<file path="src/rtl/sync_hunt_pkg.sv">
package sync_hunt_pkg;
    typedef enum logic [1:0] {
        ST_HUNT_A = 2'd0,
        ST_HUNT_B = 2'd1,
        ST_LOCKED = 2'd2
    } hunt_state_e;
endpackage

</file>
<file path="src/rtl/sync_window_cmp.sv">
module sync_window_cmp #(
    parameter int CHAR_W = 8
) (
    input  logic [CHAR_W-1:0] window,
    input  logic [CHAR_W-1:0] pat_a,
    input  logic [CHAR_W-1:0] pat_b,
    output logic              hit_a,
    output logic              hit_b
);
    logic [CHAR_W-1:0] diff_a;
    logic [CHAR_W-1:0] diff_b;

    for (genvar i = 0; i < CHAR_W; i++) begin : g_bit
        assign diff_a[i] = window[i] ^ pat_a[i];
        assign diff_b[i] = window[i] ^ pat_b[i];
    end

    assign hit_a = ~|diff_a;
    assign hit_b = ~|diff_b;
endmodule

</file>
<file path="src/rtl/ext_sync_edge.sv">
module ext_sync_edge (
    input  logic clk,
    input  logic rst_n,
    input  logic pin,
    output logic rise
);
    logic prev_d, prev_q;

    always_comb begin
        prev_d = pin;
    end

    always_ff @(posedge clk or negedge rst_n) begin
        if (!rst_n) prev_q <= 1'b0;
        else        prev_q <= prev_d;
    end

    assign rise = pin & ~prev_q;
endmodule

</file>
<file path="src/rtl/sync_hunt_detector.sv">
module sync_hunt_detector
    import sync_hunt_pkg::*;
#(
    parameter int CHAR_W = 8
) (
    input  logic              clk_rx,
    input  logic              rst_n,
    input  logic              rx_bit,
    input  logic [CHAR_W-1:0] sync_pat_a,
    input  logic [CHAR_W-1:0] sync_pat_b,
    input  logic              dual_pat,
    input  logic              ext_mode,
    input  logic              status_rd,
    input  logic              hunt_start,
    input  logic              ext_sync_in,
    output logic              sync_found,
    output logic              found_oe,
    output logic              in_sync
);
    localparam int CW = $clog2(CHAR_W + 1);

    typedef struct packed {
        hunt_state_e       st;
        logic [CHAR_W-1:0] win;
        logic [CW-1:0]     fill;
        logic [CW-1:0]     bcnt;
        logic              flag;
    } regs_t;

    regs_t d, q;

    logic [CHAR_W-1:0] win_nx;
    logic              hit_a, hit_b, ext_rise, full, set_found;

    assign win_nx = {q.win[CHAR_W-2:0], rx_bit};
    assign full   = (q.fill >= CW'(CHAR_W - 1));

    sync_window_cmp #(.CHAR_W(CHAR_W)) cmp_i (
        .window (win_nx),
        .pat_a  (sync_pat_a),
        .pat_b  (sync_pat_b),
        .hit_a  (hit_a),
        .hit_b  (hit_b)
    );

    ext_sync_edge edge_i (
        .clk   (clk_rx),
        .rst_n (rst_n),
        .pin   (ext_sync_in),
        .rise  (ext_rise)
    );

    always_comb begin
        d         = q;
        set_found = 1'b0;
        d.win     = win_nx;
        d.fill    = (q.fill == CW'(CHAR_W)) ? q.fill : q.fill + CW'(1);
        if (ext_mode) begin
            d.fill = '0;
            d.bcnt = '0;
            d.flag = 1'b0;
            if (hunt_start)              d.st = ST_HUNT_A;
            else if (ext_rise)           d.st = ST_LOCKED;
            else if (q.st == ST_HUNT_B)  d.st = ST_HUNT_A;
        end else if (hunt_start) begin
            d.st   = ST_HUNT_A;
            d.fill = '0;
            d.bcnt = '0;
        end else begin
            case (q.st)
                ST_HUNT_A: begin
                    if (full && hit_a) begin
                        if (dual_pat) begin
                            d.st   = ST_HUNT_B;
                            d.bcnt = '0;
                        end else begin
                            set_found = 1'b1;
                        end
                    end
                end
                ST_HUNT_B: begin
                    if (q.bcnt == CW'(CHAR_W - 1)) begin
                        if (hit_b)      set_found = 1'b1;
                        else if (hit_a) d.bcnt    = '0;
                        else            d.st      = ST_HUNT_A;
                    end else begin
                        d.bcnt = q.bcnt + CW'(1);
                    end
                end
                default: ;
            endcase
            if (set_found) begin
                d.st   = ST_LOCKED;
                d.flag = 1'b1;
            end else if (status_rd) begin
                d.flag = 1'b0;
            end
        end
    end

    always_ff @(posedge clk_rx or negedge rst_n) begin
        if (!rst_n) begin
            q.st   <= ST_HUNT_A;
            q.win  <= '0;
            q.fill <= '0;
            q.bcnt <= '0;
            q.flag <= 1'b0;
        end else begin
            q <= d;
        end
    end

    assign sync_found = q.flag;
    assign found_oe   = ~ext_mode;
    assign in_sync    = (q.st == ST_LOCKED);

    AST_FLAG_IMPLIES_LOCK: assert property (@(posedge clk_rx) disable iff (!rst_n)
        $rose(sync_found) |-> in_sync);
    AST_READ_CLEARS: assert property (@(posedge clk_rx) disable iff (!rst_n)
        (status_rd && in_sync && !hunt_start) |=> !sync_found);
    AST_EXT_NO_FLAG: assert property (@(posedge clk_rx) disable iff (!rst_n)
        ext_mode |=> !sync_found);
    AST_EXT_RISE_LOCKS: assert property (@(posedge clk_rx) disable iff (!rst_n)
        (ext_mode && ext_rise && !hunt_start) |=> in_sync);
    AST_HUNT_DROPS: assert property (@(posedge clk_rx) disable iff (!rst_n)
        hunt_start |=> !in_sync);
    AST_LOCK_HOLDS: assert property (@(posedge clk_rx) disable iff (!rst_n)
        (in_sync && !hunt_start) |=> in_sync);
    AST_NO_EARLY_MATCH: assert property (@(posedge clk_rx) disable iff (!rst_n)
        ($rose(in_sync) && !$past(ext_mode)) |-> ($past(q.fill) >= CW'(CHAR_W - 1)));
endmodule

</file>
<file path="config.mk">
export PLATFORM = sky130hd
export DESIGN_NAME = sync_hunt_detector
export DESIGN_NICKNAME = d
export VERILOG_FILES = /design/src/rtl/sync_hunt_pkg.sv /design/src/rtl/sync_window_cmp.sv /design/src/rtl/ext_sync_edge.sv /design/src/rtl/sync_hunt_detector.sv
export SDC_FILE = /design/constraint.sdc
export NUM_CORES = 1
export LEC_CHECK = 0
export ABC_AREA = 1
export BUFFER_PORTS_ARGS = -buffer_cell sky130_fd_sc_hd__buf_4
export CAP_MARGIN = 20
export CELL_PAD_IN_SITES_DETAIL_PLACEMENT = 0
export CELL_PAD_IN_SITES_GLOBAL_PLACEMENT = 1
export CORE_MARGIN = 4
export CORE_UTILIZATION = 40
export CTS_CLUSTER_SIZE = 16
export DETAILED_ROUTE_END_ITERATION = 10
export PLACE_DENSITY = 0.9
export SLEW_MARGIN = 0
export SYNTH_ARGS = -nofsm -noshare
export SYNTH_HDL_FRONTEND = slang
export SYNTH_HIERARCHICAL = 1
export SYNTH_SLANG_ARGS = --single-unit
</file>
<file path="constraint.sdc">
create_clock -name clk_rx -period 3.2 [get_ports clk_rx]
set_input_delay 0.48 -clock clk_rx [delete_from_list [all_inputs] [get_ports clk_rx]]
set_output_delay 0.48 -clock clk_rx [all_outputs]
set_load 0.01 [all_outputs]
</file>
==> run summary, run 1 <==
status = finished, final reports clean
CTS tree = built
Post-Synth Adder-Cell Area = 0.02890
Cell variety after synth = 24
post_cts resized = 0
Synth area leader = dfrtp_1
Critical Path Source Type = flip-flop
mapped cell area = 1299 um2
Max Clk Rate = 581.4 MHz
Mapped Nets = 225
Vias/cell = 4.273
critical-path cell list = inv_1 -> nand2_1 -> nand2_1 -> nor2_1 -> nand2_1 -> nor2_1 -> nand2_1 -> o21ai_4 -> inv_2 -> nand2_2 -> nand2_2 -> nand2_1 -> nand2_1
gpl congestion = 0.7914
post-synthesis compound-gate area fraction = 0.07514
Peak supply drop = 0.3351 mV
Rows = 20
# DRC = 0
Synth Area in XOR/XNOR = 0
global route overflow = 0
Leak = 0.9148 nW
Cell Pwr Density = 320.5 nW/um2
R2R cell count = 13
die height = 64.98 um
Die Wd = 64.98 um
utilization after layout = 0.5081
die area = 4222 um2
Setup CP Type = reg2reg
Detailed Route WL = 2.429 mm
period utilization = 0.5375
largest net degree at the start of global routing = 20
routed len/inst = 8.963 um
via count = 1158
area grow syn2layout = 20.42%
Iter 0 DRT Violations = 25
non-filler cells, final = 271
overall routing resource usage = 0.1262
synth warn = 6
ANT cells = 0
antenna violations before repair = 0
post-synth top area share = 0.3661
largest cells by area after synthesis = dfrtp_1 37%, nand2_1 23%, inv_1 11%, nor2_1 5.5%, ha_1 2.9%
WP buf/inv = 2
r2r endpoint = q[18]
post-synthesis sequential area ratio = 0.3661
mux cell area share after synthesis = 0
Starting Density = 0.4220
share of layout cells above drive strength 1 = 0.2115
Critical Path Start = d[11]
CP arrival = 1.91 ns
CP delay by family, top = simple AND/OR/NAND/NOR gates
crit-path max cell delay = 0.42 ns
post-DP HPWL = 1.926 mm
Rel. slew slack = 0.6794
Worst R2R Start = d[11]
Synth Area in Simple Gates = 0.4066
largest buffer count on any clock path = 2
critical path depth in cells = 13
root buf cell = clkbuf_4
# IOs = 27
setup TNS = 0 ns
1st-pass router iterations = 4
CTS clk-pin slew, worst paths = 0.10 ns
register bit total from synthesis = 19
Hold Path Class = in2async
placed cells = 267
Core Area = 3078 um2
Tmin final = 1.720 ns
total CTS buffers = 3
CTS HTree Levels = 1
CP endpoint kind = flip-flop
worst-path maximum fanout = 5
Post-CTS Hold Fix Bufs = 0
final hold viol count = 0
Slowest cell on crit path = dfrtp_1
vias in the first global route = 1030
global-route wire length before repair = 4.243 mm
worst clock skew = 0.001156 ns
Final Max Slew Viols = 0
largest family of logic cells by synthesized area = simple AND/OR/NAND/NOR gates
setup violators final = 0
Setup Buffers After CTS = 0
Worst R2R Setup Slack = 1.48 ns
Port-buffer cells = 26
final antenna-violating net count = 0
Mapped Cells = 198
cell mode on critical path = nand2_1
Data required, critical path = 3.39 ns
fin nets = 255
worst skew pair latency = 0.29 ns
clk sinks = 19
Post-Syn Area per Cell = 6.559 um2
Max Cap Viol = 0
RSZ-0062 raised after global routing = no
worst-margin pin slew = 0.4803 ns
==> flip-flops by register name, summed over array words and instances (netlist names) <==
name	count
edge_i/prev_q	1
sync_found	1
q	10
d	7
==> synthesized netlist by cell type (all sizes together) <==
library cell / n
a21oi: 2
nand3: 7
dfrtp: 19
o22ai: 1
nor3: 1
nor3b: 2
o21ai: 9
or2: 1
inv: 39
a22oi: 2
ha: 3
buf: 1
nor2: 25
nand2: 85
nand4: 1
==> placed cells by master (no fill, tap or decap) <==
master	netlist	routed
nor3_1	1	1
ha_1	3	3
o21ai_2	1	1
nand2_1	78	78
nor3b_1	2	2
o21ai_4	1	1
clkbuf_1	0	1
o21ai_1	5	5
inv_2	1	1
nand2_2	6	6
nand2_4	1	1
or2_2	1	1
nor2_1	19	19
nand4_1	1	1
nor2_4	2	2
inv_4	1	1
dfrtp_1	19	19
nor2_2	4	4
o21ai_0	2	2
o22ai_2	1	1
a22oi_1	2	2
a21oi_1	2	2
inv_1	37	37
buf_4	0	26
nand3_1	7	7
clkbuf_4	0	3
==> worst reg2reg max path: stages, from the launching register on <==
cell and delay, ns:
dfrtp_1 0.42, inv_1 0.08, nand2_1 0.06, nand2_1 0.04
nor2_1 0.09, nand2_1 0.06, nor2_1 0.21, nand2_1 0.17
o21ai_4 0.22, inv_2 0.05, nand2_2 0.07, nand2_2 0.05
nand2_1 0.06, nand2_1 0.05
==> how the worst max path moves through the flow <==
stage	to	slack, ns
final	q[18]	1.48
after detailed placement	q[18]	1.33
after global routing	q[18]	1.20
after floorplan	q[18]	1.61
after global placement	q[18]	1.37
after CTS	q[18]	1.46
==> through the flow <==
step | instance area (um2) | power (mW) | hold WS [ns] | setup slack (ns)
finish | 1564 | 0.5013 | 0.04207 | 1.480
CTS | 1564 | 0.5095 | 0.04284 | 1.458
floorplan | 1299 | 0.3409 | 0.1844 | 1.610
detailed placement | 1538 | 0.3870 | 0.3726 | 1.335
global route | 1564 | 0.5384 | 0.03624 | 1.196
global placement | 1538 | 0.3865 | 0.3672 | 1.369
==> layer usage <==
| metal | global-route usage | wire (um) | vias up |
|---|---|---|---|
| met4 | 0.02375 | 14 | 0 |
| met1 | 0.1649 | 1181 | 486 |
| met5 | 0 | 0 | - |
| met2 | 0.2107 | 1097 | 24 |
| li1 | - | - | 646 |
| met3 | 0.03293 | 135 | 2 |
==> cells by family (layout without fill, tap and decap cells) <==
kind of cell | after synthesis | count (layout)
AOI/OAI and AO/OA | 14 | 14
adders and majority gates | 3 | 3
buffers and inverters | 40 | 69
DFF | 19 | 19
and+or+nand+nor | 122 | 122
==> area by class of cell <==
type / count / area, um2
repair buffers: 26 / 195.2
flip-flops and latches: 19 / 475.5
multi-input cells: 139 / 663.1
well taps: 44 / 55.05
clock buffers: 4 / 26.28
fillers: 333 / 1514
inverters: 39 / 148.9
==> report_power, final <==
group	switching (mW)	internal, mW	total [mW]
clock	0.0713	0.0485	0.120
combinational	0.0691	0.0503	0.119
sequential	0.0115	0.251	0.262
No activity file was read; power rests on OpenSTA's default activity.
==> run 2, diff against run 1 <==
--- a/config.mk
+++ b/config.mk
@@ -11,10 +11,10 @@
 export CELL_PAD_IN_SITES_DETAIL_PLACEMENT = 0
 export CELL_PAD_IN_SITES_GLOBAL_PLACEMENT = 1
 export CORE_MARGIN = 4
-export CORE_UTILIZATION = 40
+export CORE_UTILIZATION = 34
 export CTS_CLUSTER_SIZE = 16
 export DETAILED_ROUTE_END_ITERATION = 10
-export PLACE_DENSITY = 0.9
+export PLACE_DENSITY = 0.82
 export SLEW_MARGIN = 0
 export SYNTH_ARGS = -nofsm -noshare
 export SYNTH_HDL_FRONTEND = slang
==> constraint.sdc (replaced) <==
create_clock -name clk_rx -period 1.55 [get_ports clk_rx]
set_input_delay 0.2325 -clock clk_rx [delete_from_list [all_inputs] [get_ports clk_rx]]
set_output_delay 0.2325 -clock clk_rx [all_outputs]
set_load 0.01 [all_outputs]
==> run 2 against run 1 <==
  * The run now ends with setup timing left
  * Clock power increased to 2.8 times the previous value
  * Setup slack worse by 1.5 ns
  * Highest routed layer is now met3
  * Sequential share of layout area down 2.6 points
  * Cell count grew 6.3%
  * First-iteration DRC count grew 8.0%
  * Fmax is 10% higher
  * Critical path type unchanged
  * Cell area up 9.4%
  * Sequential power up 110%
==> run summary, run 2 (synthesis results as in run 1) <==
via count = 1196
Starting Density = 0.3521
utilization after layout = 0.4640
final worst slack = -0.006701 ns
worst-path maximum fanout = 4
share of layout cells above drive strength 1 = 0.2792
CTS HTree Levels = 1
Switching Share = 0.2839
# IOs = 27
hold path endpoint = edge_i/prev_q
Fill cells = 399
worst skew pair latency = 0.25 ns
Detailed Route WL = 2.545 mm
Leak = 1.001 nW
Final Max Slew Viols = 0
DP Worst Slack = -0.1392 ns
die height = 69.81 um
setup violators final = 2
CTS clk-pin slew, worst paths = 0.07 ns
ANT cells = 0
# DRC = 0
Rel. slew slack = 0.8047
Largest Register = q
Peak supply drop = 0.6313 mV
final hold viol count = 0
gpl congestion = 0.7791
vias in the first global route = 1118
period utilization = 1.004
Clk pwr share = 0.291
Worst R2R Start = d[12]
status = complete, but fails checks
P_sw = 0.3268 mW
Seq pwr share = 0.470
Die Wd = 69.81 um
worst clock skew = 0.004101 ns
global-route wire length before repair = 4.595 mm
global route overflow = 0
largest buffer count on any clock path = 2
R2R cell count = 15
Tmin final = 1.557 ns
routed len/inst = 8.837 um
Hold Path Class = in2reg
overall routing resource usage = 0.1108
total CTS buffers = 3
CP arrival = 1.70 ns
Setup CP Type = reg2reg
die area = 4873 um2
Core Area = 3689 um2
Port-buffer cells = 26
Critical Path Source Type = flip-flop
area grow syn2layout = 31.79%
largest net degree at the start of global routing = 20
CP endpoint kind = flip-flop
most frequent cells in the layout = 76 x nand2_1, 38 x buf_4, 35 x inv_1
post-DP HPWL = 2.069 mm
CTS tree = built
root buf cell = clkbuf_8
Iter 0 DRT Violations = 27
Comb power frac = 0.239
Hold Path Origin = ext_sync_in
most common cell after layout, fill and taps aside = nand2_1
final antenna-violating net count = 0
worst-margin pin slew = 0.2926 ns
Worst R2R Setup Slack = -0.007 ns
Tot Pwr = 1.151 mW
Rows = 22
failing checks = setup timing
Max Cap Viol = 0
Data required, critical path = 1.69 ns
fin nets = 268
hold path depth = 1
Cell Pwr Density = 672.6 nW/um2
Vias/cell = 4.153
r2r endpoint = q[18]
Max Clk Rate = 642.4 MHz
1st-pass router iterations = 4
RSZ-0062 raised after global routing = yes
max reg flops = 10
antenna violations before repair = 0
P_int = 0.8244 mW
clk sinks = 19
-- run 2: cell count changes in the layout (fill, tap and decap cells not counted), moves of 2 or more --
cell      previous run  this run
inv_1               37        35
clkbuf_8             0         3
buf_4               26        38
inv_2                1         3
clkbuf_4             3         0
nand2_1             78        76
nor2_1              19        17
-- run 2: per-layer routing --
layer  routed length (um)  global-route usage
met5                    0                   0
met4                    0             0.01277
met3                  110             0.03913
met2                 1179              0.1889
met1                 1255              0.1386
-- run 2: repair_timing --
action,4_1_cts,5_1_grt
setup endpoints to repair,7,7
setup buffers,3,1
pin swaps,10,4
resized for setup,4,5
hold buffers,1,0
endpoints found under the hold margin,19,0
-- run 2: worst max path at each step --
stage | start | to | slack, ns
global placement | d[15] | q[18] | -0.11
finish | d[12] | q[18] | -0.007
detailed placement | d[13] | q[18] | -0.14
global route | d[12] | q[17] | -0.19
CTS | d[12] | q[18] | -0.04
floorplan | d[11] | q[18] | 0.06
-- run 2: worst max-delay path, stage by stage (launching register included) --
cell     delay (ns)
dfrtp_1        0.39
inv_1          0.07
nand2_1        0.06
nand2_1        0.05
nor2_1         0.11
nand2_1        0.07
nor2_1         0.12
inv_1          0.07
nor2_2         0.09
nand2_2        0.07
o21ai_4        0.08
inv_2          0.05
nand2_2        0.06
nand2_2        0.05
nand2_1        0.06
nand2_1        0.04
-- run 2: layout make-up --
class                           count  area, um2  share of cell area
Clock buffer                        4      45.04             0.02632
Tap cell                           48      60.06             0.03509
Sequential cell                    19      475.5              0.2778
Timing Repair Buffer               39      295.3              0.1725
Multi-Input combinational cell    139      686.9              0.4013
Inverter                           39      148.9             0.08699
-- run 2: per-stage QoR --
stage / cell area (um2) / setup TNS (ns) / instances / hold WS (ns)
2_1_floorplan: 1299 / 0 / 198 / -0.06309
3_3_place_gp: 1603 / -0.4981 / 279 / 0.1227
3_5_place_dp: 1603 / -0.7104 / 279 / 0.1232
4_1_cts: 1690 / -0.07923 / 287 / 0.08600
5_1_grt: 1712 / -1.094 / 288 / 0.07891
6_report: 1712 / -0.009553 / 288 / 0.09347
-- run 2: power by group through the flow --
stage / Combinational, mW / Clock (mW) / Sequential (mW)
global placement: 0.264 / 0 / 0.549
floorplan: 0.158 / 0 / 0.546
CTS: 0.273 / 0.352 / 0.540
global route: 0.318 / 0.379 / 0.544
detailed placement: 0.264 / 0 / 0.550
finish: 0.275 / 0.335 / 0.541
==> run 3, diff against run 2 <==
--- a/config.mk
+++ b/config.mk
@@ -12,7 +12,6 @@
 export CELL_PAD_IN_SITES_GLOBAL_PLACEMENT = 1
 export CORE_MARGIN = 4
 export CORE_UTILIZATION = 34
-export CTS_CLUSTER_SIZE = 16
 export DETAILED_ROUTE_END_ITERATION = 10
 export PLACE_DENSITY = 0.82
 export SLEW_MARGIN = 0
==> constraint.sdc (replaced) <==
create_clock -name clk_rx -period 1.55 [get_ports clk_rx]
set_input_delay 0.0775 -clock clk_rx [delete_from_list [all_inputs] [get_ports clk_rx]]
set_output_delay 0.0775 -clock clk_rx [all_outputs]
set_load 0.01 [all_outputs]
==> run 3 against run 2 <==
  * The run still ends with setup timing left
  * Setup slack lost 0.00095 ns
  * Global-route usage grew 0.35 points
  * Fmax is essentially flat
  * Clock skew shrank 0.00053 ns
  * Core utilization grew 0.68 points
  * Critical path depth shrank 3
  * Clock power is essentially flat
  * Largest power group unchanged
==> run summary, run 3 (synthesis results as in run 1) <==
clk sinks = 19
routed len/inst = 8.810 um
Die Wd = 69.81 um
RSZ-0062 raised after global routing = yes
Tot Pwr = 1.152 mW
die area = 4873 um2
R2R cell count = 12
status = complete, but fails checks
final worst slack = -0.007654 ns
P_sw = 0.3299 mW
FF+latch area = 475.5 um2
worst skew pair latency = 0.25 ns
1st-pass router iterations = 4
cell mode on critical path = nand2_1
worst clock skew = 0.003575 ns
Final Max Slew Viols = 0
CP endpoint kind = flip-flop
P_int = 0.8222 mW
Leak = 1.010 nW
Rows = 22
Hold Path Class = in2reg
largest net degree at the start of global routing = 20
setup violators final = 1
Worst R2R Start = d[13]
CP arrival = 1.71 ns
fin nets = 269
setup TNS = -0.007654 ns
Seq pwr share = 0.469
final antenna-violating net count = 0
vias in the first global route = 1204
Port-buffer cells = 26
Peak supply drop = 0.6851 mV
Vias/cell = 4.246
Critical Path Start = d[13]
area grow syn2layout = 33.72%
hold path depth = 2
gpl congestion = 0.7729
period utilization = 1.005
share of layout cells above drive strength 1 = 0.2739
r2r endpoint = sync_found
hold slack final = 0.02905 ns
CTS tree = built
Max Cap Viol = 0
Iter 0 DRT Violations = 26
Comb power frac = 0.239
Data required, critical path = 1.70 ns
Clk pwr share = 0.293
CTS clk-pin slew, worst paths = 0.07 ns
critical-path cell list = inv_1 -> nand2_1 -> nand2_1 -> nor2_1 -> nand2_1 -> nor2_4 -> nand2_4 -> o21ai_4 -> buf_4 -> o21ai_2 -> nand3_1 -> nand2_1
Switching Share = 0.2864
Worst R2R Setup Slack = -0.008 ns
Slowest cell on crit path = dfrtp_1
final hold viol count = 0
Rel. slew slack = 0.7742
failing checks = setup timing
max reg flops = 10
largest buffer count on any clock path = 2
most frequent cells in the layout = 77 x nand2_1, 36 x inv_1, 36 x buf_4
post-DP HPWL = 2.021 mm
most common cell after layout, fill and taps aside = nand2_1
overall routing resource usage = 0.1144
die height = 69.81 um
Setup CP Type = reg2reg
Detailed Route WL = 2.546 mm
Tmin final = 1.558 ns
# IOs = 27
Largest Register = q
Fill cells = 405
Cell Pwr Density = 663.4 nW/um2
worst-path maximum fanout = 4
Hold Path Origin = ext_mode
multi-input logic area = 695.7 um2
global route overflow = 0
antenna violations before repair = 0
Max Clk Rate = 642.0 MHz
Critical Path Source Type = flip-flop
via count = 1227
root buf cell = clkbuf_8
Core Area = 3689 um2
global-route wire length before repair = 4.678 mm
# DRC = 0
worst-margin pin slew = 0.3384 ns
Setup crit end = sync_found
Starting Density = 0.3521
CTS HTree Levels = 1
total CTS buffers = 3
crit-path max cell delay = 0.39 ns
ANT cells = 0
## run 3: changes by cell type in the layout (fill, tap and decap cells not counted)
cell           change
buf_4              -2
nor2_4             +1
nand2_1            +1
dlygate4sd3_1      +2
o21ai_2            +1
buf_6              +1
inv_1              +1
o21ai_1            -1
inv_2              -1
nor2_1             -1
nand2_2            -1
## run 3: per-stage QoR
stage | std cells | worst slack, ns | instance area [um2] | util
after floorplan | 198 | 0.05891 | 1299 | -
after global routing | 289 | -0.1792 | 1737 | 0.4708
after CTS | 288 | -0.03602 | 1705 | 0.4623
final | 289 | -0.007654 | 1737 | 0.4708
after detailed placement | 278 | -0.1415 | 1595 | 0.4325
after global placement | 278 | -0.1024 | 1595 | 0.4325
## run 3: critical path: cells and delay by family, from the launching register on
kind / cells / cell delay, ns
buf+inv: 2 / 0.21
flops: 1 / 0.39
simple gates: 8 / 0.63
compound gates: 2 / 0.21
## run 3: final cells by class
class,count,share of cell area
Clock buffer,4,0.02594
Multi-Input combinational cell,139,0.4006
Sequential cell,19,0.2738
Inverter,39,0.08573
Tap cell,48,0.03458
Timing Repair Buffer,40,0.1794
## run 3: worst min path at each step
stage               slack (ns)  endpoint
floorplan                -0.22     d[10]
global placement         -0.03      q[3]
detailed placement       -0.03      q[3]
CTS                       0.03      q[3]
global route              0.04      q[3]
finish                    0.03      q[4]
## run 3: layer usage
metal	vias to the layer above	routed length [um]	global-route usage
met1	533	1161	0.1321
met3	2	132	0.04058
met5	-	0	0
li1	676	-	-
met2	16	1238	0.2046
met4	0	13	0.01915
## run 3: power by group through the flow
stage          Combinational [mW]  Sequential (mW)  Clock (mW)
2_1_floorplan               0.158            0.546           0
3_3_place_gp                0.262            0.550           0
3_5_place_dp                0.262            0.550           0
4_1_cts                     0.274            0.540       0.351
5_1_grt                     0.320            0.543       0.374
6_report                    0.275            0.540       0.337
## run 3: what timing repair did
action | 4_1_cts | 5_1_grt
gates resized for setup | 4 | 7
hold buffers | 3 | 0
setup buffers | 3 | 1
setup endpoints to repair | 7 | 7
pin swaps | 4 | 2
hold endpoints to repair | 21 | 0
